### config.mk
export PLATFORM = sky130hd
export DESIGN_NAME = wdt_window_top
export DESIGN_NICKNAME = d
export VERILOG_FILES = /design/src/rtl/wdt_pkg.sv /design/src/rtl/wdt_prescale.sv /design/src/rtl/wdt_feed_seq.sv /design/src/rtl/wdt_down_cnt.sv /design/src/rtl/wdt_window_top.sv
export SDC_FILE = /design/constraint.sdc
export NUM_CORES = 1
export LEC_CHECK = 0
export BUFFER_PORTS_ARGS = -buffer_cell sky130_fd_sc_hd__buf_4
export CAP_MARGIN = 5
export CORE_AREA = 2 2 120 122
export CTS_BUF_LIST = sky130_fd_sc_hd__clkbuf_8
export CTS_CLUSTER_DIAMETER = 100
export DETAILED_ROUTE_END_ITERATION = 16
export DIE_AREA = 0 0 122 124
export PLACE_DENSITY = 0.72
export SYNTH_ARGS = -nofsm -noshare
export SYNTH_HDL_FRONTEND = slang
export SYNTH_SLANG_ARGS = --single-unit
### constraint.sdc
create_clock -name clk_i -period 5 [get_ports clk_i]
set_clock_uncertainty 0.1 [all_clocks]
set_input_delay 1.5 -clock clk_i [delete_from_list [all_inputs] [get_ports clk_i]]
set_output_delay 1.5 -clock clk_i [all_outputs]
set_load 0.03 [all_outputs]
### src/rtl/wdt_pkg.sv
package wdt_pkg;
  localparam int ADDR_W = 3;

  typedef enum logic [ADDR_W-1:0] {
    A_CTRL   = 3'd0,
    A_RELOAD = 3'd1,
    A_FEED   = 3'd2,
    A_COUNT  = 3'd3,
    A_WARN   = 3'd4,
    A_WINDOW = 3'd5
  } wdt_addr_e;

  localparam int B_EN    = 0;
  localparam int B_RSTEN = 1;
  localparam int B_TOF   = 2;
  localparam int B_WARN  = 3;
  localparam int B_LOCK  = 4;
  localparam int B_CAUSE = 5;

  localparam logic [7:0] KEY_FIRST  = 8'hAA;
  localparam logic [7:0] KEY_SECOND = 8'h55;
endpackage

### src/rtl/wdt_prescale.sv
module wdt_prescale #(
  parameter int DIV = 4
) (
  input  logic clk_i,
  input  logic rst_ni,
  input  logic clr_i,
  input  logic run_i,
  output logic tick_o
);
  localparam int PW = (DIV > 2) ? $clog2(DIV) : 1;
  localparam logic [PW-1:0] LAST = PW'(DIV - 1);

  logic [PW-1:0] ph_q;

  assign tick_o = run_i && (ph_q == LAST);

  always_ff @(posedge clk_i or negedge rst_ni) begin
    if (!rst_ni)     ph_q <= '0;
    else if (clr_i)  ph_q <= '0;
    else if (run_i)  ph_q <= (ph_q == LAST) ? '0 : ph_q + 1'b1;
  end
endmodule

### src/rtl/wdt_feed_seq.sv
module wdt_feed_seq
  import wdt_pkg::*;
(
  input  logic       clk_i,
  input  logic       rst_ni,
  input  logic       clr_i,
  input  logic       we_i,
  input  logic       is_feed_i,
  input  logic [7:0] data_i,
  output logic       feed_ok_o,
  output logic       feed_err_o
);
  logic armed_q;
  logic second_hit, first_hit;

  assign first_hit  = we_i && is_feed_i && (data_i == KEY_FIRST);
  assign second_hit = we_i && is_feed_i && (data_i == KEY_SECOND);
  assign feed_ok_o  = armed_q && second_hit;
  assign feed_err_o = armed_q && we_i && !second_hit;

  always_ff @(posedge clk_i or negedge rst_ni) begin
    if (!rst_ni)    armed_q <= 1'b0;
    else if (clr_i) armed_q <= 1'b0;
    else if (we_i)  armed_q <= !armed_q && first_hit;
  end
endmodule

### src/rtl/wdt_down_cnt.sv
module wdt_down_cnt #(
  parameter int              W       = 24,
  parameter logic [W-1:0]    RST_VAL = 'hFF
) (
  input  logic         clk_i,
  input  logic         rst_ni,
  input  logic         clr_i,
  input  logic         load_i,
  input  logic [W-1:0] load_val_i,
  input  logic         tick_i,
  output logic [W-1:0] cnt_o
);
  always_ff @(posedge clk_i or negedge rst_ni) begin
    if (!rst_ni)                     cnt_o <= RST_VAL;
    else if (clr_i)                  cnt_o <= RST_VAL;
    else if (load_i)                 cnt_o <= load_val_i;
    else if (tick_i && cnt_o != '0)  cnt_o <= cnt_o - 1'b1;
  end
endmodule

### src/rtl/wdt_window_top.sv
module wdt_window_top
  import wdt_pkg::*;
#(
  parameter int CNT_W      = 24,
  parameter int DIV        = 4,
  parameter int MIN_RELOAD = 'hFF
) (
  input  logic              clk_i,
  input  logic              rst_ni,
  input  logic              reg_we_i,
  input  logic [ADDR_W-1:0] reg_addr_i,
  input  logic [CNT_W-1:0]  reg_wdata_i,
  output logic [CNT_W-1:0]  reg_rdata_o,
  output logic              irq_o,
  output logic              rst_req_o
);
  localparam logic [CNT_W-1:0] RLD_MIN = CNT_W'(MIN_RELOAD);
  localparam logic [CNT_W-1:0] WIN_RST = '1;

  logic en_q, rsten_q, tof_q, warn_q, lock_q, cause_q;
  logic [CNT_W-1:0] reload_q, warnval_q, window_q, cnt;
  logic tick, feed_ok, feed_err, load;
  logic wr_ctrl, wr_reload, wr_feed, wr_warn, wr_window;
  logic timeout_evt, ferr_evt, win_evt, prot_evt, warn_evt, rst_req_d;
  logic [CNT_W-1:0] cnt_dec;

  assign wr_ctrl   = reg_we_i && (reg_addr_i == A_CTRL);
  assign wr_reload = reg_we_i && (reg_addr_i == A_RELOAD);
  assign wr_feed   = reg_we_i && (reg_addr_i == A_FEED);
  assign wr_warn   = reg_we_i && (reg_addr_i == A_WARN);
  assign wr_window = reg_we_i && (reg_addr_i == A_WINDOW);

  wdt_prescale #(.DIV(DIV)) u_pre (
    .clk_i (clk_i), .rst_ni(rst_ni),
    .clr_i (rst_req_d || load),
    .run_i (en_q),
    .tick_o(tick)
  );

  wdt_feed_seq u_feed (
    .clk_i     (clk_i), .rst_ni(rst_ni),
    .clr_i     (rst_req_d),
    .we_i      (reg_we_i),
    .is_feed_i (wr_feed),
    .data_i    (reg_wdata_i[7:0]),
    .feed_ok_o (feed_ok),
    .feed_err_o(feed_err)
  );

  wdt_down_cnt #(.W(CNT_W), .RST_VAL(RLD_MIN)) u_cnt (
    .clk_i     (clk_i), .rst_ni(rst_ni),
    .clr_i     (rst_req_d),
    .load_i    (load),
    .load_val_i(reload_q),
    .tick_i    (tick),
    .cnt_o     (cnt)
  );

  assign cnt_dec     = cnt - 1'b1;
  assign timeout_evt = en_q && tick && (cnt == '0);
  assign ferr_evt    = en_q && feed_err;
  assign win_evt     = en_q && rsten_q && feed_ok && (cnt > window_q);
  assign prot_evt    = lock_q && wr_reload && !((cnt < warnval_q) && (cnt < window_q));
  assign warn_evt    = en_q && tick && (cnt != '0) && (cnt_dec == warnval_q);
  assign load        = feed_ok || timeout_evt;
  assign rst_req_d   = (rsten_q && (timeout_evt || ferr_evt)) || win_evt || prot_evt;

  always_ff @(posedge clk_i or negedge rst_ni) begin
    if (!rst_ni) begin
      {en_q, rsten_q, tof_q, warn_q, lock_q, cause_q} <= '0;
      reload_q  <= RLD_MIN;
      warnval_q <= '0;
      window_q  <= WIN_RST;
      rst_req_o <= 1'b0;
    end else if (rst_req_d) begin
      {en_q, rsten_q, tof_q, warn_q, lock_q} <= '0;
      cause_q   <= 1'b1;
      reload_q  <= RLD_MIN;
      warnval_q <= '0;
      window_q  <= WIN_RST;
      rst_req_o <= 1'b1;
    end else begin
      rst_req_o <= 1'b0;
      if (wr_ctrl) begin
        en_q    <= en_q    | reg_wdata_i[B_EN];
        rsten_q <= rsten_q | reg_wdata_i[B_RSTEN];
        lock_q  <= lock_q  | reg_wdata_i[B_LOCK];
      end
      tof_q  <= (tof_q  && !(wr_ctrl && !reg_wdata_i[B_TOF]))  || timeout_evt || ferr_evt;
      warn_q <= (warn_q && !(wr_ctrl &&  reg_wdata_i[B_WARN])) || warn_evt;
      if (wr_reload) reload_q  <= (reg_wdata_i < RLD_MIN) ? RLD_MIN : reg_wdata_i;
      if (wr_warn)   warnval_q <= reg_wdata_i;
      if (wr_window) window_q  <= reg_wdata_i;
    end
  end

  assign irq_o = warn_q;

  always_comb begin
    reg_rdata_o = '0;
    case (reg_addr_i)
      A_CTRL: begin
        reg_rdata_o[B_EN]    = en_q;
        reg_rdata_o[B_RSTEN] = rsten_q;
        reg_rdata_o[B_TOF]   = tof_q;
        reg_rdata_o[B_WARN]  = warn_q;
        reg_rdata_o[B_LOCK]  = lock_q;
        reg_rdata_o[B_CAUSE] = cause_q;
      end
      A_RELOAD: reg_rdata_o = reload_q;
      A_COUNT:  reg_rdata_o = cnt;
      A_WARN:   reg_rdata_o = warnval_q;
      A_WINDOW: reg_rdata_o = window_q;
      default:  reg_rdata_o = '0;
    endcase
  end
endmodule

==> impl_metrics.toml, run 1 <==
[run_status]
run_status = "finished clean"

[sta]
tightest_slew_ps = 1268
slew_violations = 0
period_share = 0.8937
hold_violations = 0
max_slew_margin = 0.1547
finalSetupViolations = 0
fin_crit_ps = 4469
max_freq_mhz = 223.8
rsz0062_at_grt = "false"
setup_tns_ps = 0
hold-worst-slack_ps = 438.5

[clock_network]
clkSinkCount = 106
cts-root-buf = "clkbuf_8"
cts_hold_repair.buffers = 0
clock_path_buffers = 2
cts_buffers = 9
cts_resized = 0
cts_tree = "built"
cts.clk_slew.worst_paths_ps = 90
cts.htree.levels = 3
postCtsSetupRepairBufs = 0
clock_latency_ps = 400

[worst_setup_path]
endpoint_kind = "output port"
start_kind = "input pin"
arrival_ps = 2870
critPathLaunch = "reg_addr_i[0]"
crit_type = "in -> out"
timing.rr.start = "u_cnt.cnt_o[8]"
path_max_fanout = 21
cp_data_required_time_ps = 3400

[synth]
synthDistinctLibCells = 65
yosys_most_used_dff = "dfrtp_1"
synth_nets = 945
synthArstFlopShare = 1.000
synth_top_cell_area_share = 0.2228
ys_ff_latch = 106
synth_area_mm2 = 0.007413
synth_edf_count = 0
synthCells = 864
synth_top_cell_by_area = "dfrtp_1"
avgSynthCellArea_um2 = 8.580
synthTopCellsByArea = "dfrtp_1 (22%), dfstp_2 (14%), ha_1 (8.6%)"
seq_area_frac_synth = 0.3646
yosys_warnings = 0

[finish]
area.growth.synth_to_final_pct = 9.654
post-route-util = 0.5925
layout-drive-gt1-share = 0.1557
insertedDiodeCount = 0
finalNetCount = 969

[die]
die_area_mm2 = 0.01513
coreArea_mm2 = 0.01372
ios = 56
die_h_um = 124
start_util = 0.5404
die_w_um = 122
core.rowCount = 43

[grt]
overflow = 0
grt_pass1_wl_um = 35580
grt_max_degree = 67
track_usage = 0.3065
antenna_found_initial = 0
grt_pass1_vias = 6610

[place]
place.gp.congestion = 0.9625
hpwl_um = 15260
io_buffers = 55

[drt]
routedWlPerCell_um = 20.54
dr_total_vias = 6709
firstDrtPassIters = 8
via_per_inst = 6.253
finalWirelength_um = 22040
drtAntennaViolNets = 0
drc = 0
drt_iter0_markers = 606

[job]
max-cap-violations = 0

[worst_hold_path]
hold_start = "cause_q"
hp-class = "reg -> reg"

[pwr]
leakage_uw = 0.003595
cellPowerDensity_mw_per_mm2 = 522.9
p_total_uw = 4251
vdd_drop_max_v = 0.0002133
sequential cells by signal, indices dropped and copies added (netlist names), 2 cells and up:
signal / flops
reload_q: 24
u_cnt.cnt_o: 24
warnval_q: 24
window_q: 24
u_pre.ph_q: 2
final cells by class:
type                            instances  area [um^2]
Clock buffer                           10        137.6
Clock inverter                          6        58.81
Fill cell                            1230         5590
Inverter                               55        206.4
Multi-Input combinational cell        651         4285
Sequential cell                       106         2703
Tap cell                              180        225.2
Timing Repair Buffer                   65        513.0
power by group:
part | internal, uW | total [uW] | switching (uW)
clock network | 242 | 556 | 314
logic | 896 | 1940 | 1040
registers | 1270 | 1760 | 483
total | 2410 | 4250 | 1840
synthesized netlist by cell type, drive strengths merged, types with 2 or more instances:
cell     count
o21ai       16
nand3        4
or4          9
nand2      129
or2          5
nand2b      17
o22ai       14
nor4bb       3
a22oi       45
xor2        18
dfstp       40
a221oi       2
o311ai       2
o2111ai      2
and4         2
a211oi      17
clkbuf      34
mux2i        9
a21oi       68
o31ai        2
a31oi        3
and2         5
nor3        17
nor2        65
xnor2       35
nor2b        6
nand3b       3
buf         18
ha          51
a21o        11
a2111oi      2
nor4        13
or3b         3
nand4       13
a211o       31
or4bb        3
dfrtp       66
inv         55
or3          9
and3         6
stage by stage:
stage	instances	setup slack (ps)	cell area [um^2]
2_1_floorplan	864	346.8	7413
3_3_place_gp	1057	602.8	7933
3_5_place_dp	1057	564.3	7933
4_1_cts	1073	557.8	8129
5_1_grt	1073	442.8	8129
6_report	1073	531.3	8129
metal layers:
| layer | GRT usage | part of all wire | up-vias |
|---|---|---|---|
| li1 | - | - | 3115 |
| met1 | 0.4306 | 0.43 | 3279 |
| met2 | 0.4885 | 0.47 | 285 |
| met3 | 0.04212 | 0.077 | 30 |
| met4 | 0.1042 | 0.019 | 0 |
| met5 | 0 | 0 | - |
critical path: stages:
cell and delay, ps:
buf_4 210, and2_0 320, and2_1 180, buf_4 290
a22oi_1 120, nand2_1 90, buf_4 160
logic make-up (layout without fill, tap and decap cells):
family,count (synthesis),count (layout),share of synthesized area
AND/OR/NAND/NOR,315,315,0.2086
AO/OA/AOI/OAI,222,222,0.2039
buffers and inverters,107,136,0.06059
flip-flops,106,106,0.3646
XOR/XNOR,53,53,0.06262
adder cells (fa/ha/maj),51,51,0.08608
multiplexers,10,10,0.01367
final timing paths:
path	to	slack, ps	cells after the start
max	reg_rdata_o[13]	530	7
min	cause_q	440	1
max reg2reg	u_pre.ph_q[0]	1480	8
min reg2reg	cause_q	440	1
max in group asynchronous	window_q[14]	2800	2
min in group asynchronous	en_q	1090	1
cell usage in the layout, fill, tap and decap left out, types with 12 or more instances in the layout:
cell type  synthesis  routed
xor2_1            18      18
inv_1             54      56
ha_1              51      51
a22oi_1           45      45
a21oi_1           68      67
nor2_1            64      63
dfrtp_1           66      66
nand4_1           13      13
nand2b_1          17      17
buf_4              5      63
xnor2_1           35      35
nor4_1            12      12
nand2_1          129     129
a211o_1           31      31
nor3_1            16      15
o21ai_0           16      16
dfstp_2           40      40
o22ai_1           14      14
a211oi_1          16      16
(Power assumes the default switching activity.)
==> run 2, diff against run 1 <==
- MAX_ROUTING_LAYER: default -> met4
==> impl_metrics.toml, run 2 (synthesized netlist as in run 1, its figures left out) <==
[run_status]
run_status = "finished clean"

[die]
core.rowCount = 43
coreArea_mm2 = 0.01372
ios = 56
die_w_um = 122
die_area_mm2 = 0.01513
die_h_um = 124
start_util = 0.5404

[sta]
hold-worst-slack_ps = 458.5
rsz0062_at_grt = "false"
setup_tns_ps = 0
hold_violations = 0
tightest_slew_ps = 1291
max_slew_margin = 0.1395
max_freq_mhz = 223.0
period_share = 0.8967
slew_violations = 0
fin_crit_ps = 4483
finalSetupViolations = 0
setup_ws_ps = 516.5

[place]
place.gp.congestion = 0.9734
io_buffers = 55
dp_slack_ps = 557.3
post-place-cells = 1057
hpwl_um = 15770

[pwr]
leakage_uw = 0.003594
cellPowerDensity_mw_per_mm2 = 527.4
vdd_drop_max_v = 0.0002729

[worst_setup_path]
arrival_ps = 2880
slowest_delay_ps = 320
cp_data_required_time_ps = 3400
cpMostUsedCell = "buf_4"
cp_cell_sequence = "buf_4 > and2_0 > and2_1 > buf_4 > a22oi_1 > nand2_1 > buf_4"
critical_path_buf_inv_count = 3
path_max_fanout = 21
crit_type = "in -> out"
rr_worst_depth = 10
endpoint_kind = "output port"
r2r-end = "cause_q"
timing.rr.start = "window_q[21]"
rrSetupSlack_ps = 1150
crit_family = "buffers and inverters"
start_kind = "input pin"
critPathSlowestCell = "and2_0"

[drt]
via_per_inst = 6.348
highest_layer = "met4"
dr_total_vias = 6818
finalWirelength_um = 22730
wl_met3_um = 1630
routedWlPerCell_um = 21.17
met1_length_um = 10050
drtAntennaViolNets = 0
drt_iter0_markers = 611
wl_met2_um = 10540
drc = 0
firstDrtPassIters = 5

[finish]
layout-drive-gt1-share = 0.1579
final_common_cell = "nand2_1"
final_cell_mix = "nand2_1 (129), a21oi_1 (67), dfrtp_1 (66), nor2_1 (63), buf_4 (63)"
area.growth.synth_to_final_pct = 9.873
post-route-util = 0.5937
instances_no_fill = 1074
finalNetCount = 969

[clock_network]
postCtsSetupRepairBufs = 0
cts_tree = "built"
clock_path_buffers = 2
cts_resized = 0
clock_latency_ps = 400
cts-root-buf = "clkbuf_8"
clkSinkCount = 106
cts.htree.levels = 3
cts.clk_slew.worst_paths_ps = 100
cts_buffers = 9
cts_hold_repair.buffers = 0

[worst_hold_path]
hold_path_depth = 2
hp-class = "reg -> reg"
hold_end = "reload_q[12]"
hold_start = "reload_q[12]"

[grt]
overflow = 0
grt_pass1_vias = 6491
antenna_found_initial = 1
track_usage = 0.3191
grt_max_degree = 64
grt_pass1_wl_um = 35810

[job]
max-cap-violations = 0
## run 2: cell types whose count changed in the layout (fill, tap and decap cells not counted), sizes merged
cell,change
diode,+1
clkinv,+1
clkbuf,-1
## run 2: area by class of cell
| type | count | area, um^2 |
|---|---|---|
| Timing Repair Buffer | 65 | 513.0 |
| Tap cell | 180 | 225.2 |
| Clock inverter | 7 | 86.33 |
| Clock buffer | 9 | 123.9 |
| Sequential cell | 106 | 2703 |
| Fill cell | 1218 | 5574 |
| Multi-Input combinational cell | 651 | 4285 |
| Antenna cell | 1 | 2.502 |
| Inverter | 55 | 206.4 |
## run 2: worst max path at each step
stage                             start         endpoint  cells past startpoint
after floorplan           reg_addr_i[0]  reg_rdata_o[10]                      7
after global placement    reg_addr_i[0]  reg_rdata_o[13]                      7
after detailed placement  reg_addr_i[0]  reg_rdata_o[21]                      7
after CTS                 reg_addr_i[0]  reg_rdata_o[21]                      7
after global routing      reg_addr_i[0]  reg_rdata_o[11]                      7
final                     reg_addr_i[0]   reg_rdata_o[7]                      7
## run 2: where the power goes
group | total, uW | internal (uW) | switching (uW)
Combinational | 1960 | 899 | 1060
Sequential | 1760 | 1270 | 493
Clock | 574 | 241 | 332
## run 2: tightest hold or removal path, stage by stage (launching register included)
cell	delay (ps)
dfrtp_1	410
nand2_1	60
a21oi_1	60
## run 2: layer usage
metal | GRT usage | vias to the layer above
met5 | - | -
met4 | 0.09124 | 0
met3 | 0.06456 | 36
met2 | 0.4843 | 296
met1 | 0.4359 | 3361
li1 | - | 3125
## run 2: per-stage QoR
step / power [uW] / cell area [um^2]
2_1_floorplan: 3087 / 7413
3_3_place_gp: 3600 / 7933
3_5_place_dp: 3692 / 7933
4_1_cts: 4279 / 8143
5_1_grt: 4628 / 8145
6_report: 4296 / 8145
==> run 3, diff against run 2 <==
- BUFFER_PORTS_ARGS: -buffer_cell sky130_fd_sc_hd__buf_4 -> -buffer_cell sky130_fd_sc_hd__buf_2
==> impl_metrics.toml, run 3 (synthesized netlist as in run 1, its figures left out) <==
[run_status]
run_status = "finished clean"

[worst_setup_path]
slowest_delay_ps = 350
critPathSlowestCell = "and2_0"
cp_data_required_time_ps = 3400
critical_path_buf_inv_count = 3
crit_type = "in -> out"
crit_family = "buffers and inverters"
path_max_fanout = 21
critPathLaunch = "reg_addr_i[0]"
cp_cell_sequence = "buf_2 > and2_0 > and2_1 > buf_4 > a22oi_1 > nand2_1 > buf_2"
timing.rr.start = "window_q[19]"
arrival_ps = 3040
rrSetupSlack_ps = 1290
start_kind = "input pin"
endpoint_kind = "output port"
cpMostUsedCell = "buf_2"

[finish]
final_cell_mix = "nand2_1 (129), a21oi_1 (67), dfrtp_1 (66), nor2_1 (63), inv_1 (56)"
n_fill_cell = 1237
instances_no_fill = 1076
final_common_cell = "nand2_1"
layout-drive-gt1-share = 0.1585
seqCellArea_mm2 = 0.002703
area.growth.synth_to_final_pct = 8.557
multi_input_area_mm2 = 0.004285
finalNetCount = 972
insertedDiodeCount = 0

[pwr]
cellPowerDensity_mw_per_mm2 = 530.2
leakage_uw = 0.003598
vdd_drop_max_v = 0.0002472

[die]
ios = 56
die_h_um = 124
core.rowCount = 43
coreArea_mm2 = 0.01372
die_area_mm2 = 0.01513
start_util = 0.5404
die_w_um = 122

[place]
io_buffers = 55
place.gp.congestion = 0.9710
hpwl_um = 14760
post-place-cells = 1060

[grt]
grt_max_degree = 58
grt_pass1_wl_um = 34200
grt_pass1_vias = 6144
antenna_found_initial = 0
overflow = 0
track_usage = 0.3051

[drt]
finalWirelength_um = 21490
drc = 0
firstDrtPassIters = 5
via_per_inst = 6.175
dr_total_vias = 6644
drtAntennaViolNets = 0
routedWlPerCell_um = 19.98
drt_iter0_markers = 709

[sta]
finalSetupViolations = 0
tightest_slew_ps = 1046
max_slew_margin = 0.3011
setup_tns_ps = 0
hold_violations = 0
fin_crit_ps = 4639
slew_violations = 0
max_freq_mhz = 215.6
period_share = 0.9277
rsz0062_at_grt = "false"

[job]
max-cap-violations = 0

[clock_network]
cts_tree = "built"
cts-root-buf = "clkbuf_8"
cts.clk_slew.worst_paths_ps = 100
cts_resized = 0
cts.htree.levels = 3
cts_hold_repair.buffers = 0
clock_path_buffers = 2
clkSinkCount = 106
clock_latency_ps = 400
postCtsSetupRepairBufs = 0
cts_buffers = 9

[worst_hold_path]
hold_start = "cause_q"
hp-class = "reg -> reg"
==> run 3: cell count changes in the layout (fill, tap and decap cells not counted), moves of 2 or more <==
cell and change:
inv_8 -2, clkinv_4 -3, buf_2 +54, buf_4 -51, clkbuf_8 +2, inv_1 +2
==> run 3: worst reg2reg max path, cell delays in order (launching register included) <==
cell       delay [ps]
dfstp_2           550
inv_1              60
ha_1              320
a21oi_1           150
o21ai_0           160
a221oi_1          410
o221ai_1          210
o31ai_1           420
o2111ai_4         550
buf_12            380
or2_2             290
==> run 3: where the power goes <==
group	switching, uW	internal, uW	total, uW
combinational	1030	864	1890
sequential	485	1270	1760
clock	311	308	619
==> run 3: worst paths after layout <==
kind | to | cells past startpoint
setup / recovery | reg_rdata_o[13] | 7
hold / removal | cause_q | 1
setup reg to reg | cause_q | 10
hold reg to reg | cause_q | 1
max in group asynchronous | u_cnt.cnt_o[7] | 2
min in group asynchronous | u_pre.ph_q[1] | 1
==> run 3: metrics by stage <==
stage | util | instance area [um^2] | hold slack, ps | total power [uW] | setup WS [ps]
floorplan | - | 7413 | 340.5 | 3087 | 346.8
global placement | 0.5700 | 7820 | 373.7 | 3582 | 464.1
detailed placement | 0.5700 | 7820 | 362.8 | 3617 | 394.0
CTS | 0.5866 | 8048 | 396.8 | 4255 | 391.7
global route | 0.5866 | 8048 | 416.6 | 4609 | 248.2
finish | 0.5866 | 8048 | 396.4 | 4267 | 361.4
==> run 3: cell type report <==
class                      instances  share of cell area
multi-input combinational        651              0.5325
sequential                       106              0.3358
timing repair buffer              68             0.04975
tap                              180             0.02799
inverter                          55             0.02565
clock buffer                      11             0.01881
clock inverter                     5            0.009484
==> run 3: metal layers <==
metal | share of wire | track usage | vias up
met3 | 0.061 | 0.03755 | 48
met2 | 0.45 | 0.4487 | 235
met1 | 0.46 | 0.4317 | 3237
met5 | 0 | - | -
met4 | 0.029 | 0.1185 | 0
li1 | - | - | 3124
